[config.mk]
export PLATFORM = sky130hd
export DESIGN_NAME = sdram_cmd_seq
export DESIGN_NICKNAME = d
export VERILOG_FILES = /design/src/rtl/sdram_seq_pkg.sv /design/src/rtl/sdram_ref_timer.sv /design/src/rtl/sdram_row_table.sv /design/src/rtl/sdram_cas_pipe.sv /design/src/rtl/sdram_cmd_seq.sv
export SDC_FILE = /design/constraint.sdc
export NUM_CORES = 1
export LEC_CHECK = 0
export BUFFER_PORTS_ARGS = -buffer_cell sky130_fd_sc_hd__buf_2
export CORE_MARGIN = 1
export CORE_UTILIZATION = 25
export DETAILED_ROUTE_END_ITERATION = 8
export GPL_TIMING_DRIVEN = 1
export PLACE_DENSITY = 0.38
export SLEW_MARGIN = 20
export SYNTH_ARGS = -nofsm -noshare
export SYNTH_HDL_FRONTEND = slang
export SYNTH_SLANG_ARGS = --single-unit
[constraint.sdc]
create_clock -name clk_i -period 5.6 [get_ports clk_i]
set_input_delay 1.12 -clock clk_i [delete_from_list [all_inputs] [get_ports clk_i]]
set_output_delay 1.12 -clock clk_i [all_outputs]
set_load 0.01 [all_outputs]
[src/rtl/sdram_seq_pkg.sv]
package sdram_seq_pkg;
  typedef enum logic [2:0] {
    CMD_NOP  = 3'd0,
    CMD_ACT  = 3'd1,
    CMD_RD   = 3'd2,
    CMD_WR   = 3'd3,
    CMD_PCH  = 3'd4,
    CMD_PCHA = 3'd5,
    CMD_REF  = 3'd6
  } cmd_e;

  typedef enum logic [2:0] {
    ST_IDLE,
    ST_RP,
    ST_RCD,
    ST_RFP,
    ST_RFC
  } seq_st_e;
endpackage

[src/rtl/sdram_ref_timer.sv]
module sdram_ref_timer #(
  parameter int INTERVAL = 1560,
  localparam int CW = $clog2(INTERVAL + 1)
) (
  input  logic clk_i,
  input  logic rst_ni,
  output logic tick_o
);
  logic [CW-1:0] cnt_q;

  always_ff @(posedge clk_i or negedge rst_ni) begin
    if (!rst_ni)          cnt_q <= CW'(INTERVAL - 1);
    else if (cnt_q == '0) cnt_q <= CW'(INTERVAL - 1);
    else                  cnt_q <= cnt_q - 1'b1;
  end

  assign tick_o = (cnt_q == '0);
endmodule

[src/rtl/sdram_row_table.sv]
module sdram_row_table #(
  parameter int N_BANKS = 4,
  parameter int ROW_W   = 13,
  localparam int BANK_W = $clog2(N_BANKS)
) (
  input  logic              clk_i,
  input  logic              rst_ni,
  input  logic [BANK_W-1:0] rd_bank_i,
  output logic              open_o,
  output logic [ROW_W-1:0]  row_o,
  input  logic              set_i,
  input  logic [BANK_W-1:0] set_bank_i,
  input  logic [ROW_W-1:0]  set_row_i,
  input  logic              clr_all_i
);
  logic [N_BANKS-1:0] open_q;
  logic [ROW_W-1:0]   row_q [N_BANKS];

  for (genvar b = 0; b < N_BANKS; b++) begin : g_bank
    always_ff @(posedge clk_i or negedge rst_ni) begin
      if (!rst_ni) begin
        open_q[b] <= 1'b0;
        row_q[b]  <= '0;
      end else if (clr_all_i) begin
        open_q[b] <= 1'b0;
      end else if (set_i && set_bank_i == BANK_W'(b)) begin
        open_q[b] <= 1'b1;
        row_q[b]  <= set_row_i;
      end
    end
  end

  assign open_o = open_q[rd_bank_i];
  assign row_o  = row_q[rd_bank_i];
endmodule

[src/rtl/sdram_cas_pipe.sv]
module sdram_cas_pipe #(
  parameter int LAT = 4
) (
  input  logic clk_i,
  input  logic rst_ni,
  input  logic rd_i,
  output logic rd_valid_o
);
  logic [LAT-1:0] sr_q;

  if (LAT == 1) begin : g_one
    always_ff @(posedge clk_i or negedge rst_ni) begin
      if (!rst_ni) sr_q <= '0;
      else         sr_q <= rd_i;
    end
  end else begin : g_many
    always_ff @(posedge clk_i or negedge rst_ni) begin
      if (!rst_ni) sr_q <= '0;
      else         sr_q <= {sr_q[LAT-2:0], rd_i};
    end
  end

  assign rd_valid_o = sr_q[LAT-1];
endmodule

[src/rtl/sdram_cmd_seq.sv]
module sdram_cmd_seq
  import sdram_seq_pkg::*;
#(
  parameter int N_BANKS      = 4,
  parameter int ROW_W        = 13,
  parameter int COL_W        = 10,
  parameter int T_RCD        = 3,
  parameter int T_RP         = 3,
  parameter int T_RFC        = 15,
  parameter int CAS_LAT      = 4,
  parameter int REF_INTERVAL = 1560,
  localparam int BANK_W = $clog2(N_BANKS),
  localparam int ADDR_W = (ROW_W > COL_W) ? ROW_W : COL_W
) (
  input  logic              clk_i,
  input  logic              rst_ni,
  input  logic              req_valid_i,
  output logic              req_ready_o,
  input  logic              req_write_i,
  input  logic [BANK_W-1:0] req_bank_i,
  input  logic [ROW_W-1:0]  req_row_i,
  input  logic [COL_W-1:0]  req_col_i,
  output logic [2:0]        cmd_o,
  output logic [BANK_W-1:0] cmd_bank_o,
  output logic [ADDR_W-1:0] cmd_addr_o,
  output logic              rd_valid_o
);
  localparam int T_MAX = (T_RFC > T_RCD) ? ((T_RFC > T_RP) ? T_RFC : T_RP)
                                         : ((T_RCD > T_RP) ? T_RCD : T_RP);
  localparam int CW = $clog2(T_MAX + 1);

  seq_st_e           st_q, st_n;
  logic [CW-1:0]     cnt_q, cnt_n;
  logic              due_q, tick, take_ref;
  logic              q_wr;
  logic [BANK_W-1:0] q_bank;
  logic [ROW_W-1:0]  q_row;
  logic [COL_W-1:0]  q_col;
  logic              latch;
  logic              tbl_open, tbl_set, tbl_clr;
  logic [ROW_W-1:0]  tbl_row;
  logic [BANK_W-1:0] set_bank;
  logic [ROW_W-1:0]  set_row;
  cmd_e              cmd_n;
  logic [BANK_W-1:0] bank_n;
  logic [ADDR_W-1:0] addr_n;

  sdram_ref_timer #(.INTERVAL(REF_INTERVAL)) u_timer (
    .clk_i(clk_i), .rst_ni(rst_ni), .tick_o(tick)
  );

  sdram_row_table #(.N_BANKS(N_BANKS), .ROW_W(ROW_W)) u_table (
    .clk_i(clk_i), .rst_ni(rst_ni),
    .rd_bank_i(req_bank_i), .open_o(tbl_open), .row_o(tbl_row),
    .set_i(tbl_set), .set_bank_i(set_bank), .set_row_i(set_row),
    .clr_all_i(tbl_clr)
  );

  sdram_cas_pipe #(.LAT(CAS_LAT)) u_cas (
    .clk_i(clk_i), .rst_ni(rst_ni),
    .rd_i(cmd_o == CMD_RD), .rd_valid_o(rd_valid_o)
  );

  assign req_ready_o = (st_q == ST_IDLE) && !due_q;
  assign set_bank    = (st_q == ST_IDLE) ? req_bank_i : q_bank;
  assign set_row     = (st_q == ST_IDLE) ? req_row_i  : q_row;

  always_comb begin
    st_n     = st_q;
    cnt_n    = cnt_q;
    cmd_n    = CMD_NOP;
    bank_n   = '0;
    addr_n   = '0;
    tbl_set  = 1'b0;
    tbl_clr  = 1'b0;
    take_ref = 1'b0;
    latch    = 1'b0;
    unique case (st_q)
      ST_IDLE: begin
        if (due_q) begin
          cmd_n    = CMD_PCHA;
          tbl_clr  = 1'b1;
          take_ref = 1'b1;
          st_n     = ST_RFP;
          cnt_n    = CW'(T_RP - 1);
        end else if (req_valid_i) begin
          latch  = 1'b1;
          bank_n = req_bank_i;
          if (tbl_open && tbl_row == req_row_i) begin
            cmd_n  = req_write_i ? CMD_WR : CMD_RD;
            addr_n = ADDR_W'(req_col_i);
          end else if (tbl_open) begin
            cmd_n = CMD_PCH;
            st_n  = ST_RP;
            cnt_n = CW'(T_RP - 1);
          end else begin
            cmd_n   = CMD_ACT;
            addr_n  = ADDR_W'(req_row_i);
            tbl_set = 1'b1;
            st_n    = ST_RCD;
            cnt_n   = CW'(T_RCD - 1);
          end
        end
      end
      ST_RP: begin
        if (cnt_q == '0) begin
          cmd_n   = CMD_ACT;
          bank_n  = q_bank;
          addr_n  = ADDR_W'(q_row);
          tbl_set = 1'b1;
          st_n    = ST_RCD;
          cnt_n   = CW'(T_RCD - 1);
        end else cnt_n = cnt_q - 1'b1;
      end
      ST_RCD: begin
        if (cnt_q == '0) begin
          cmd_n  = q_wr ? CMD_WR : CMD_RD;
          bank_n = q_bank;
          addr_n = ADDR_W'(q_col);
          st_n   = ST_IDLE;
        end else cnt_n = cnt_q - 1'b1;
      end
      ST_RFP: begin
        if (cnt_q == '0) begin
          cmd_n = CMD_REF;
          st_n  = ST_RFC;
          cnt_n = CW'(T_RFC - 1);
        end else cnt_n = cnt_q - 1'b1;
      end
      ST_RFC: begin
        if (cnt_q == '0) st_n = ST_IDLE;
        else             cnt_n = cnt_q - 1'b1;
      end
      default: st_n = ST_IDLE;
    endcase
  end

  always_ff @(posedge clk_i or negedge rst_ni) begin
    if (!rst_ni) begin
      st_q       <= ST_IDLE;
      cnt_q      <= '0;
      due_q      <= 1'b0;
      q_wr       <= 1'b0;
      q_bank     <= '0;
      q_row      <= '0;
      q_col      <= '0;
      cmd_o      <= CMD_NOP;
      cmd_bank_o <= '0;
      cmd_addr_o <= '0;
    end else begin
      st_q       <= st_n;
      cnt_q      <= cnt_n;
      due_q      <= tick | (due_q & ~take_ref);
      cmd_o      <= cmd_n;
      cmd_bank_o <= bank_n;
      cmd_addr_o <= addr_n;
      if (latch) begin
        q_wr   <= req_write_i;
        q_bank <= req_bank_i;
        q_row  <= req_row_i;
        q_col  <= req_col_i;
      end
    end
  end
endmodule

==> impl_metrics.json, run 1 <==
{
  "drc": 5,
  "sw_frac_of_total_pct": 32.9,
  "required_ns": 5.90,
  "vias": 4189,
  "yosysSeqAreaShare_pct": 54.4,
  "power_frac_comb_pct": 24.9,
  "period_minus_slack_ns": 3.79,
  "p_clk_share_pct": 36.6,
  "worst_path_max_delay_cell": "nor3_2",
  "syn-num-nets": 589,
  "port_buffers": 48,
  "cts-hold-fix-buffers": 0,
  "dpl-instance-area_um2": 6180,
  "synth_edf_count": 0,
  "grt_setup_unrepaired": "false",
  "tns_ns": 0,
  "power_density_nw_per_um2": 443,
  "leakagePower_nw": 3.14,
  "syn_to_final_growth_pct": 19.3,
  "hold_violations": 0,
  "yosysTopAreaCell": "dfrtp_1",
  "die-area_um2": 23300,
  "multi_input_area_um2": 2410,
  "finClkSkew_ns": 0.00972,
  "power_switching_mw": 0.986,
  "total_power_mw": 3.00,
  "crit_family": "simple AND/OR/NAND/NOR gates",
  "cp-start-kind": "primary input",
  "cts-root-buf": "clkbuf_16",
  "avgSynthCellArea_um2": 10.2,
  "start_util_pct": 25.7,
  "grt_util_all_layers_pct": 14.0,
  "dr.pass1.iters": 6,
  "drv_slew": 0,
  "seqPwrFrac_pct": 38.6,
  "critPathKind": "in2reg",
  "yosysWarningCount": 0,
  "path_clk_slew_ns": 0.06,
  "ys_types": 49,
  "setup_ws_ns": 1.81,
  "path_buf_inv": 1,
  "die_width_um": 153,
  "antenna_found_initial": 0,
  "core_um2": 22000,
  "max_slew_margin_pct": 32.4,
  "synth.area.top_cells": "dfrtp_1 (52%), nand2_1 (9.3%), mux4_2 (4.8%)",
  "finalCritPeriodShare_pct": 67.6,
  "fillers": 2300,
  "violations": "design-rule violations",
  "gp_congestion": 0.738,
  "drive_above_1_share_pct": 20.0,
  "insertion_delay_ns": 0.42,
  "post_cts_buffers": 0,
  "via_per_inst": 4.70,
  "clock_path_buffers": 2,
  "max_freq_ghz": 0.264,
  "grt-ovfl-total": 0,
  "cts_tree": "built",
  "ant_nets": 0,
  "cts_made_buffers": 17,
  "finalSetupViolCount": 0,
  "hold_ws_ns": 0.349,
  "die_h_um": 153,
  "synth_async_sr_flop_share_pct": 100,
  "synth.ff_latch_count": 123,
  "cap_violations": 0,
  "synth_ff_type": "dfrtp_1",
  "clock_sink_count": 123,
  "path_cells": "buf_2, mux4_2, xor2_1, nor4_1, nand4_1, nor3_2, a31oi_1, o21a_1",
  "grt_max_degree": 58,
  "h-tree-depth": 4,
  "crit_fanout": 16,
  "worst_pin_slew_ns": 1.01,
  "syn-instance-count": 557,
  "final_area_um2": 6770,
  "grt_pass1_vias": 4316,
  "peakVddDrop_mv": 0.164,
  "dpl_worst_slack_ns": 1.34,
  "wire_per_inst_um": 17.1,
  "yosysTopAreaCellShare_pct": 51.6,
  "end_kind": "flop",
  "p_int_mw": 2.02,
  "outcome": "finished, violations left",
  "wirelength_mm": 15.2,
  "arrival_ns": 4.09,
  "max_stage_delay_ns": 0.84,
  "rows": 54,
  "ff_latch_area_um2": 3090,
  "synth_area_um2": 5670,
  "grt_pass1_wl_mm": 25.0,
  "ios": 49,
  "post_cts_resized": 0,
  "fin_nets": 630,
  "n_antenna_cell": 0,
  "dp_hpwl_mm": 10.2,
  "dr.first_iter.drc_count": 232,
  "min_path_type": "reg2reg"
}
-- synthesized netlist by cell type, drive strengths merged (3+ instances only) --
library cell and number:
a21o 3, a21oi 26, a22o 3, a22oi 10, a31oi 3, buf 15
clkbuf 19, dfrtp 117, dfstp 6, ha 3, inv 7, mux2i 19
mux4 12, nand2 141, nand3 6, nand4 12, nor2 30, nor3 10
o211ai 10, o21a 4, o21ai 46, or2 3, or3 3, xnor2 17
xor2 9
-- through the flow --
step / instances / util, %
after floorplan: 557 / -
after global routing: 891 / 30.7
after detailed placement: 859 / 28.1
final: 891 / 30.7
after CTS: 891 / 30.7
after global placement: 859 / 28.1
-- path summary, 6_finish.rpt --
kind	start	to	slack, ns	cells past startpoint
max in group asynchronous	rst_ni	u_table.row_q[5]$_DFFE_PN0P_	3.86	2
min	u_cas.sr_q[1]$_DFF_PN0_	u_cas.sr_q[2]$_DFF_PN0_	0.35	0
min in group asynchronous	rst_ni	u_cas.sr_q[2]$_DFF_PN0_	0.63	1
max	req_bank_i[0]	cnt_q[1]$_DFFE_PN0P_	1.81	8
max reg2reg	st_q[2]$_DFFE_PN0P_	u_table.row_q[33]$_DFFE_PN0P_	2.44	7
min reg2reg	u_cas.sr_q[1]$_DFF_PN0_	u_cas.sr_q[2]$_DFF_PN0_	0.35	0
-- kinds of logic (layout without fill, tap and decap cells) --
logic type	count (synthesis)	after routing	share of synthesized area (%)
fa+ha+maj	3	3	0.662
buf+inv	41	95	3.26
simple gates	216	216	16.7
compound gates	117	117	12.8
flops	123	123	54.4
xor+xnor	26	26	4.02
mux	31	31	8.12
-- sequential cells by signal (all words and copies together) (netlist names) --
register,count
u_table.row_q,52
cmd_addr_o,13
q_row,13
u_timer.cnt_q,11
q_col,10
cnt_q,4
u_cas.sr_q,4
u_table.open_q,4
cmd_o,3
st_q,3
cmd_bank_o,2
q_bank,2
due_q,1
q_wr,1
-- power by group through the flow --
| stage | Clock (mW) | Combinational [mW] | Sequential, mW |
|---|---|---|---|
| floorplan | 0 | 0.551 | 1.14 |
| global placement | 0 | 0.745 | 1.17 |
| detailed placement | 0 | 0.756 | 1.17 |
| CTS | 1.13 | 0.759 | 1.16 |
| global route | 1.17 | 0.850 | 1.18 |
| finish | 1.10 | 0.747 | 1.16 |
-- metal layers --
metal  vias to the layer above  global-route usage, %  share of wire [%]
met5                         -                      0                  0
met4                         0                   4.86                1.1
met3                        12                   3.04                3.7
li1                       2010                      -                  -
met1                      2087                   20.2                 50
met2                        80                   20.7                 45
-- cells in the final DEF, fill, tap and decap left out, types with 7 or more instances in the layout --
cell / count
a21oi_1: 20
xnor2_1: 17
a22oi_1: 10
inv_1: 7
nand2_1: 141
nor3_1: 7
mux2i_1: 19
nand4_1: 12
clkbuf_16: 17
buf_4: 9
nor2_1: 28
buf_2: 47
dfrtp_1: 117
xor2_1: 9
mux4_2: 12
o211ai_1: 10
o21ai_0: 46
-- worst reg2reg max path, stage by stage, from the launching register on --
cell      delay [ns]
dfrtp_1         0.61
or4_1           0.70
or2_0           0.24
buf_4           0.25
nor2_4          0.17
or2_2           0.19
nand3b_2        0.51
o21ai_0         0.39
-- cell type report --
cell class | instances | share of cell area (%)
clock buffer | 22 | 7.01
multi-input combinational | 393 | 35.7
inverter | 7 | 0.388
clock inverter | 10 | 1.72
tap | 280 | 5.18
timing repair buffer | 56 | 4.47
sequential | 123 | 45.6
Note: power is estimated with default switching activity, not from simulation.
==> inputs of run 2 (changes only) <==
--- a/config.mk
+++ b/config.mk
@@ -5,12 +5,13 @@
 export SDC_FILE = /design/constraint.sdc
 export NUM_CORES = 1
 export LEC_CHECK = 0
+export ABC_AREA = 1
 export BUFFER_PORTS_ARGS = -buffer_cell sky130_fd_sc_hd__buf_2
 export CORE_MARGIN = 1
 export CORE_UTILIZATION = 25
 export DETAILED_ROUTE_END_ITERATION = 8
 export GPL_TIMING_DRIVEN = 1
-export PLACE_DENSITY = 0.38
+export PLACE_DENSITY = 0.39
 export SLEW_MARGIN = 20
 export SYNTH_ARGS = -nofsm -noshare
 export SYNTH_HDL_FRONTEND = slang
==> constraint.sdc (replaced) <==
create_clock -name clk_i -period 3.3 [get_ports clk_i]
set_input_delay 0.66 -clock clk_i [delete_from_list [all_inputs] [get_ports clk_i]]
set_output_delay 0.66 -clock clk_i [all_outputs]
set_load 0.01 [all_outputs]
==> run 2 against run 1 <==
Compared with the run above: the run now ends clean; flip-flop and latch count unchanged; power increased by 120%; synthesized cell count increased by 24%; wire length increased by 4.9%; cell area increased by 4.1%; count of clock-buffer cells in the layout increased by 4; first-iteration DRC count increased by 22%; cell count increased by 20%; critical path depth increased by 2; clock power increased by 81%; combinational power increased to 2.8 times the previous value; global-route usage increased by 0.14 points; largest power group unchanged.
==> impl_metrics.json, run 2 <==
{
  "yosysWarningCount": 0,
  "fillers": 2418,
  "grt-ovfl-total": 0,
  "die-area_um2": 24000,
  "dp_hpwl_mm": 10.9,
  "synth.ff_latch_count": 123,
  "syn-num-nets": 721,
  "n_antenna_cell": 0,
  "ys_types": 36,
  "crit_fanout": 26,
  "path_clk_slew_ns": 0.06,
  "yosysTopAreaCellShare_pct": 50.1,
  "syn_to_final_growth_pct": 20.5,
  "gp_congestion": 0.754,
  "worst_pin_slew_ns": 0.997,
  "synth-simple-area-share_pct": 25.6,
  "cts-root-buf": "clkbuf_16",
  "synth_async_sr_flop_share_pct": 100,
  "wire_per_inst_um": 15.0,
  "clock_sink_count": 123,
  "ios": 49,
  "grt_pass1_wl_mm": 26.0,
  "grt_pass1_vias": 4539,
  "cp-start-kind": "primary input",
  "min_path_type": "in2async",
  "startpoint": "req_bank_i[0]",
  "fin_nets": 772,
  "h-tree-depth": 4,
  "outcome": "completed",
  "yosys-top-cells-count": "nand2_1 (237), dfrtp_1 (117), o21ai_0 (68)",
  "synthAdderAreaFrac_pct": 0.642,
  "wirelength_mm": 16.0,
  "layout_commonest_cell": "nand2_1",
  "ant_nets": 0,
  "synth.area.top_cells": "dfrtp_1 (50%), nand2_1 (15%), o21ai_0 (5.8%)",
  "hold_violations": 0,
  "finalCritPeriodShare_pct": 70.1,
  "antenna_found_initial": 0,
  "finClkSkew_ns": 0.00522,
  "synth_area_um2": 5850,
  "die_h_um": 155,
  "max_freq_ghz": 0.432,
  "largestRegisters": "u_table.row_q (52), cmd_addr_o (13), q_row (13)",
  "vias": 4683,
  "synth_edf_count": 0,
  "rows": 55,
  "tns_ns": 0,
  "max_slew_margin_pct": 33.3,
  "drc": 0,
  "synth_top_family_by_area": "simple AND/OR/NAND/NOR gates",
  "post_cts_resized": 0,
  "placedCellCount": 1034,
  "finalSetupViolCount": 0,
  "via_per_inst": 4.39,
  "fin_cells": 1066,
  "grt_max_degree": 49,
  "cts_made_buffers": 17,
  "required_ns": 3.62,
  "insertion_delay_ns": 0.41,
  "cap_violations": 0,
  "reg2reg_depth": 10,
  "max_flop_register": "u_table.row_q",
  "grt_setup_unrepaired": "false",
  "drv_slew": 0,
  "dr.pass1.iters": 4,
  "grt_util_all_layers_pct": 14.2,
  "drive_above_1_share_pct": 17.8,
  "dpl-instance-area_um2": 6420,
  "leakagePower_nw": 3.43,
  "r2r_setup_slack_ns": 1.02,
  "syn-instance-count": 689,
  "yosysSeqAreaShare_pct": 52.7,
  "cts_tree": "built",
  "start_util_pct": 25.7,
  "port_buffers": 48,
  "synth-xor-area-share_pct": 1.65,
  "post_cts_buffers": 0,
  "final_area_um2": 7050,
  "yosysMostFrequentCell": "nand2_1",
  "critPathKind": "in2reg",
  "rr_startpoint": "st_q[0]$_DFFE_PN0P_",
  "cts-hold-fix-buffers": 0,
  "final_cell_mix": "nand2_1 (237), dfrtp_1 (117), o21ai_0 (68)",
  "avgSynthCellArea_um2": 8.49,
  "clock_path_buffers": 2,
  "period_minus_slack_ns": 2.31,
  "yosysTopAreaCell": "dfrtp_1",
  "total_power_mw": 6.50,
  "dr.first_iter.drc_count": 283,
  "end_kind": "flop",
  "synth_mux_area_share_pct": 0,
  "largest_reg_flops": 52,
  "arrival_ns": 2.63,
  "core_um2": 22800,
  "die_width_um": 155,
  "synth-compound-area-share_pct": 13.2,
  "synth_ff_type": "dfrtp_1",
  "peakVddDrop_mv": 0.356,
  "power_density_nw_per_um2": 923
}
==> run 2: final timing paths <==
kind	to
setup / recovery	cmd_o[1]$_DFF_PN0_
min in group clk_i	u_cas.sr_q[2]$_DFF_PN0_
hold reg to reg	u_cas.sr_q[2]$_DFF_PN0_
hold / removal	q_row[10]$_DFFE_PN0P_
setup reg to reg	u_table.row_q[3]$_DFFE_PN0P_
max in group asynchronous	q_col[5]$_DFFE_PN0P_
==> run 2: cells by family after synthesis <==
| logic type | after synthesis |
|---|---|
| AND/OR/NAND/NOR | 345 |
| buffers and inverters | 79 |
| adder cells (fa/ha/maj) | 3 |
| AO/OA/AOI/OAI | 128 |
| flip-flops | 123 |
| XOR/XNOR | 11 |
==> run 2: report_power, final <==
part / internal (mW) / switching, mW
sequential: 2.08 / 0.336
clock: 1.31 / 0.679
combinational: 0.701 / 1.39
==> run 2: critical path: stages <==
cell and delay, ns:
buf_2 0.15, inv_2 0.39, nand2_1 0.09, nand3_1 0.09, nand2_1 0.07, xor2_1 0.18
nand2_1 0.09, nor2_2 0.23, nand3_2 0.37, o21ai_0 0.29
==> run 2: layout make-up <==
class                           instances  area (um2)  share of cell area [%]
Sequential cell                       123        3090                    43.8
Multi-Input combinational cell        487        2400                    34.1
Timing Repair Buffer                   60         345                    4.90
Clock inverter                          6         108                    1.53
Tap cell                              313         392                    5.56
Inverter                               51         194                    2.75
Clock buffer                           26         519                    7.37
==> run 2: layer usage <==
layer	GRT usage, %	share of wire (%)
met1	19.3	49
met2	22.7	46
met3	2.23	3.8
met4	5.19	1.5
met5	0	0
==> run 2: per-stage QoR <==
stage / util, % / setup WS [ns] / hold WS [ns]
6_report: 30.9 / 0.986 / 0.181
5_1_grt: 30.9 / 0.618 / 0.196
3_5_place_dp: 28.2 / 0.487 / 0.338
2_1_floorplan: - / 1.23 / 0.331
3_3_place_gp: 28.2 / 0.539 / 0.332
4_1_cts: 30.9 / 0.910 / 0.176
==> inputs of run 3 (changes only) <==
--- a/config.mk
+++ b/config.mk
@@ -11,7 +11,7 @@
 export CORE_UTILIZATION = 25
 export DETAILED_ROUTE_END_ITERATION = 8
 export GPL_TIMING_DRIVEN = 1
-export PLACE_DENSITY = 0.39
+export PLACE_DENSITY = 0.38
 export SLEW_MARGIN = 20
 export SYNTH_ARGS = -nofsm -noshare
 export SYNTH_HDL_FRONTEND = slang
==> constraint.sdc (replaced) <==
create_clock -name clk_i -period 2.4 [get_ports clk_i]
set_input_delay 0.48 -clock clk_i [delete_from_list [all_inputs] [get_ports clk_i]]
set_output_delay 0.48 -clock clk_i [all_outputs]
set_load 0.01 [all_outputs]
==> run 3 against run 2 <==
Compared with the run above: non-clock buffer count up 13; count of clock-buffer cells in the layout down 2; register-to-register slack worse by 0.81 ns; largest cell class unchanged; largest power group unchanged; sequential power up 37%.
==> impl_metrics.json, run 3 (synthesis results as in run 2) <==
{
  "worst_path_max_delay_cell": "dfrtp_1",
  "insertion_delay_ns": 0.42,
  "start_util_pct": 25.7,
  "hold_ws_ns": 0.0619,
  "max_slew_margin_pct": 34.5,
  "final_area_um2": 7200,
  "arrival_ns": 2.53,
  "crit_top_cell": "nor2_8",
  "power_density_nw_per_um2": 1250,
  "wirelength_mm": 16.1,
  "top_usage_layer": "met2",
  "drv_slew": 0,
  "outcome": "completed",
  "critPathKind": "reg2reg",
  "clock_sink_count": 123,
  "grt_use_met3_pct": 2.98,
  "drc": 0,
  "cts_tree": "built",
  "max_stage_delay_ns": 0.42,
  "drive_above_1_share_pct": 19.1,
  "post_cts_buffers": 0,
  "ant_nets": 0,
  "cts_made_buffers": 17,
  "max_freq_ghz": 0.457,
  "grt_setup_unrepaired": "false",
  "layout_commonest_cell": "nand2_1",
  "n_antenna_cell": 0,
  "use_met2_pct": 23.0,
  "dpl-instance-area_um2": 6590,
  "multi_input_area_um2": 2400,
  "die_width_um": 155,
  "grt_util_all_layers_pct": 14.6,
  "largest_reg_flops": 52,
  "grt_pass1_wl_mm": 26.3,
  "die_h_um": 155,
  "max_flop_register": "u_table.row_q",
  "vias": 4666,
  "die-area_um2": 24000,
  "path_clk_slew_ns": 0.05,
  "clock_path_buffers": 2,
  "setup_ws_ns": 0.211,
  "via_per_inst": 4.33,
  "cap_violations": 0,
  "tns_ns": 0,
  "dr.first_iter.drc_count": 259,
  "path_cells": "nor2_2, inv_2, nor2_8, inv_4, nor2_8, nand2_2, buf_4, inv_1, nand2_1, o211ai_2",
  "rows": 55,
  "crit_fanout": 40,
  "min_path_type": "in2async",
  "cp-start-kind": "flop",
  "hold_violations": 0,
  "dpl_worst_slack_ns": 0.176,
  "final_core_util_pct": 31.6,
  "cts-root-buf": "clkbuf_16",
  "syn_to_final_growth_pct": 23.0,
  "grt_max_degree": 43,
  "period_minus_slack_ns": 2.19,
  "antenna_found_initial": 0,
  "worst_pin_slew_ns": 0.979,
  "dr.pass1.iters": 5,
  "port_buffers": 48,
  "use_met1_pct": 19.6,
  "peakVddDrop_mv": 0.485,
  "leakagePower_nw": 3.51,
  "finalSetupViolCount": 0,
  "grt_pass1_vias": 4671,
  "post_cts_resized": 0,
  "final_cell_mix": "nand2_1 (237), dfrtp_1 (117), o21ai_0 (68)",
  "dp_hpwl_mm": 11.2,
  "ff_latch_area_um2": 3090,
  "core_um2": 22800,
  "gp_congestion": 0.803,
  "h-tree-depth": 4,
  "grt-ovfl-total": 0,
  "cts-hold-fix-buffers": 0,
  "ios": 49,
  "largestRegisters": "u_table.row_q (52), cmd_addr_o (13), q_row (13)",
  "fin_nets": 785,
  "required_ns": 2.74,
  "wire_per_inst_um": 14.9,
  "fillers": 2383,
  "finalCritPeriodShare_pct": 91.2,
  "finClkSkew_ns": 0.0108,
  "end_kind": "flop"
}
==> run 3: cell count changes in the layout (fill, tap and decap cells not counted), sizes merged <==
cell / before / now
clkinv: 2 / 3
buf: 60 / 73
clkbuf: 26 / 24
==> run 3: layer usage <==
metal	vias up	wire length [um]	share of wire, %
met1	2203	7910	49
met3	16	443	2.8
met2	73	7470	46
met5	-	0	0
met4	0	236	1.5
li1	2374	-	-
==> run 3: power breakdown <==
group          switching (mW)  total [mW]  leakage, nW  internal [mW]
combinational            1.94        3.02         1.69           1.08
sequential              0.456        3.32         1.53           2.86
clock                   0.924        2.66        0.296           1.73
total                    3.32        9.00         3.51           5.68
==> run 3: worst max-delay path, delay by kind of cell, from the launching register on <==
family | cells | cell delay [ns]
buf+inv | 4 | 0.83
compound gates | 1 | 0.19
flops | 1 | 0.42
simple gates | 5 | 0.65
==> run 3: final timing paths <==
kind	slack [ns]	cells after the start	end	from
worst max register to register	0.21	10	cmd_addr_o[0]$_DFF_PN0_	st_q[0]$_DFFE_PN0P_
max in group asynchronous	1.56	2	u_timer.cnt_q[4]$_DFF_PN1_	rst_ni
worst min register to register	0.35	0	u_cas.sr_q[2]$_DFF_PN0_	u_cas.sr_q[1]$_DFF_PN0_
min in group clk_i	0.29	3	q_col[9]$_DFFE_PN0P_	req_col_i[9]
worst max-delay path	0.21	10	cmd_addr_o[0]$_DFF_PN0_	st_q[0]$_DFFE_PN0P_
worst min-delay path	0.06	1	u_table.row_q[25]$_DFFE_PN0P_	rst_ni
==> run 3: final cells by class <==
class	count	share of cell area, %
flip-flops and latches	123	42.9
multi-input cells	487	33.4
repair buffers	73	7.20
clock buffers	24	6.83
well taps	313	5.44
inverters	51	2.69
clock inverters	7	1.56
==> run 3: metrics by stage <==
| stage | cells | power (mW) |
|---|---|---|
| global placement | 1047 | 6.34 |
| global route | 1078 | 9.70 |
| finish | 1078 | 9.00 |
| detailed placement | 1047 | 6.40 |
| floorplan | 689 | 5.35 |
| CTS | 1078 | 9.11 |
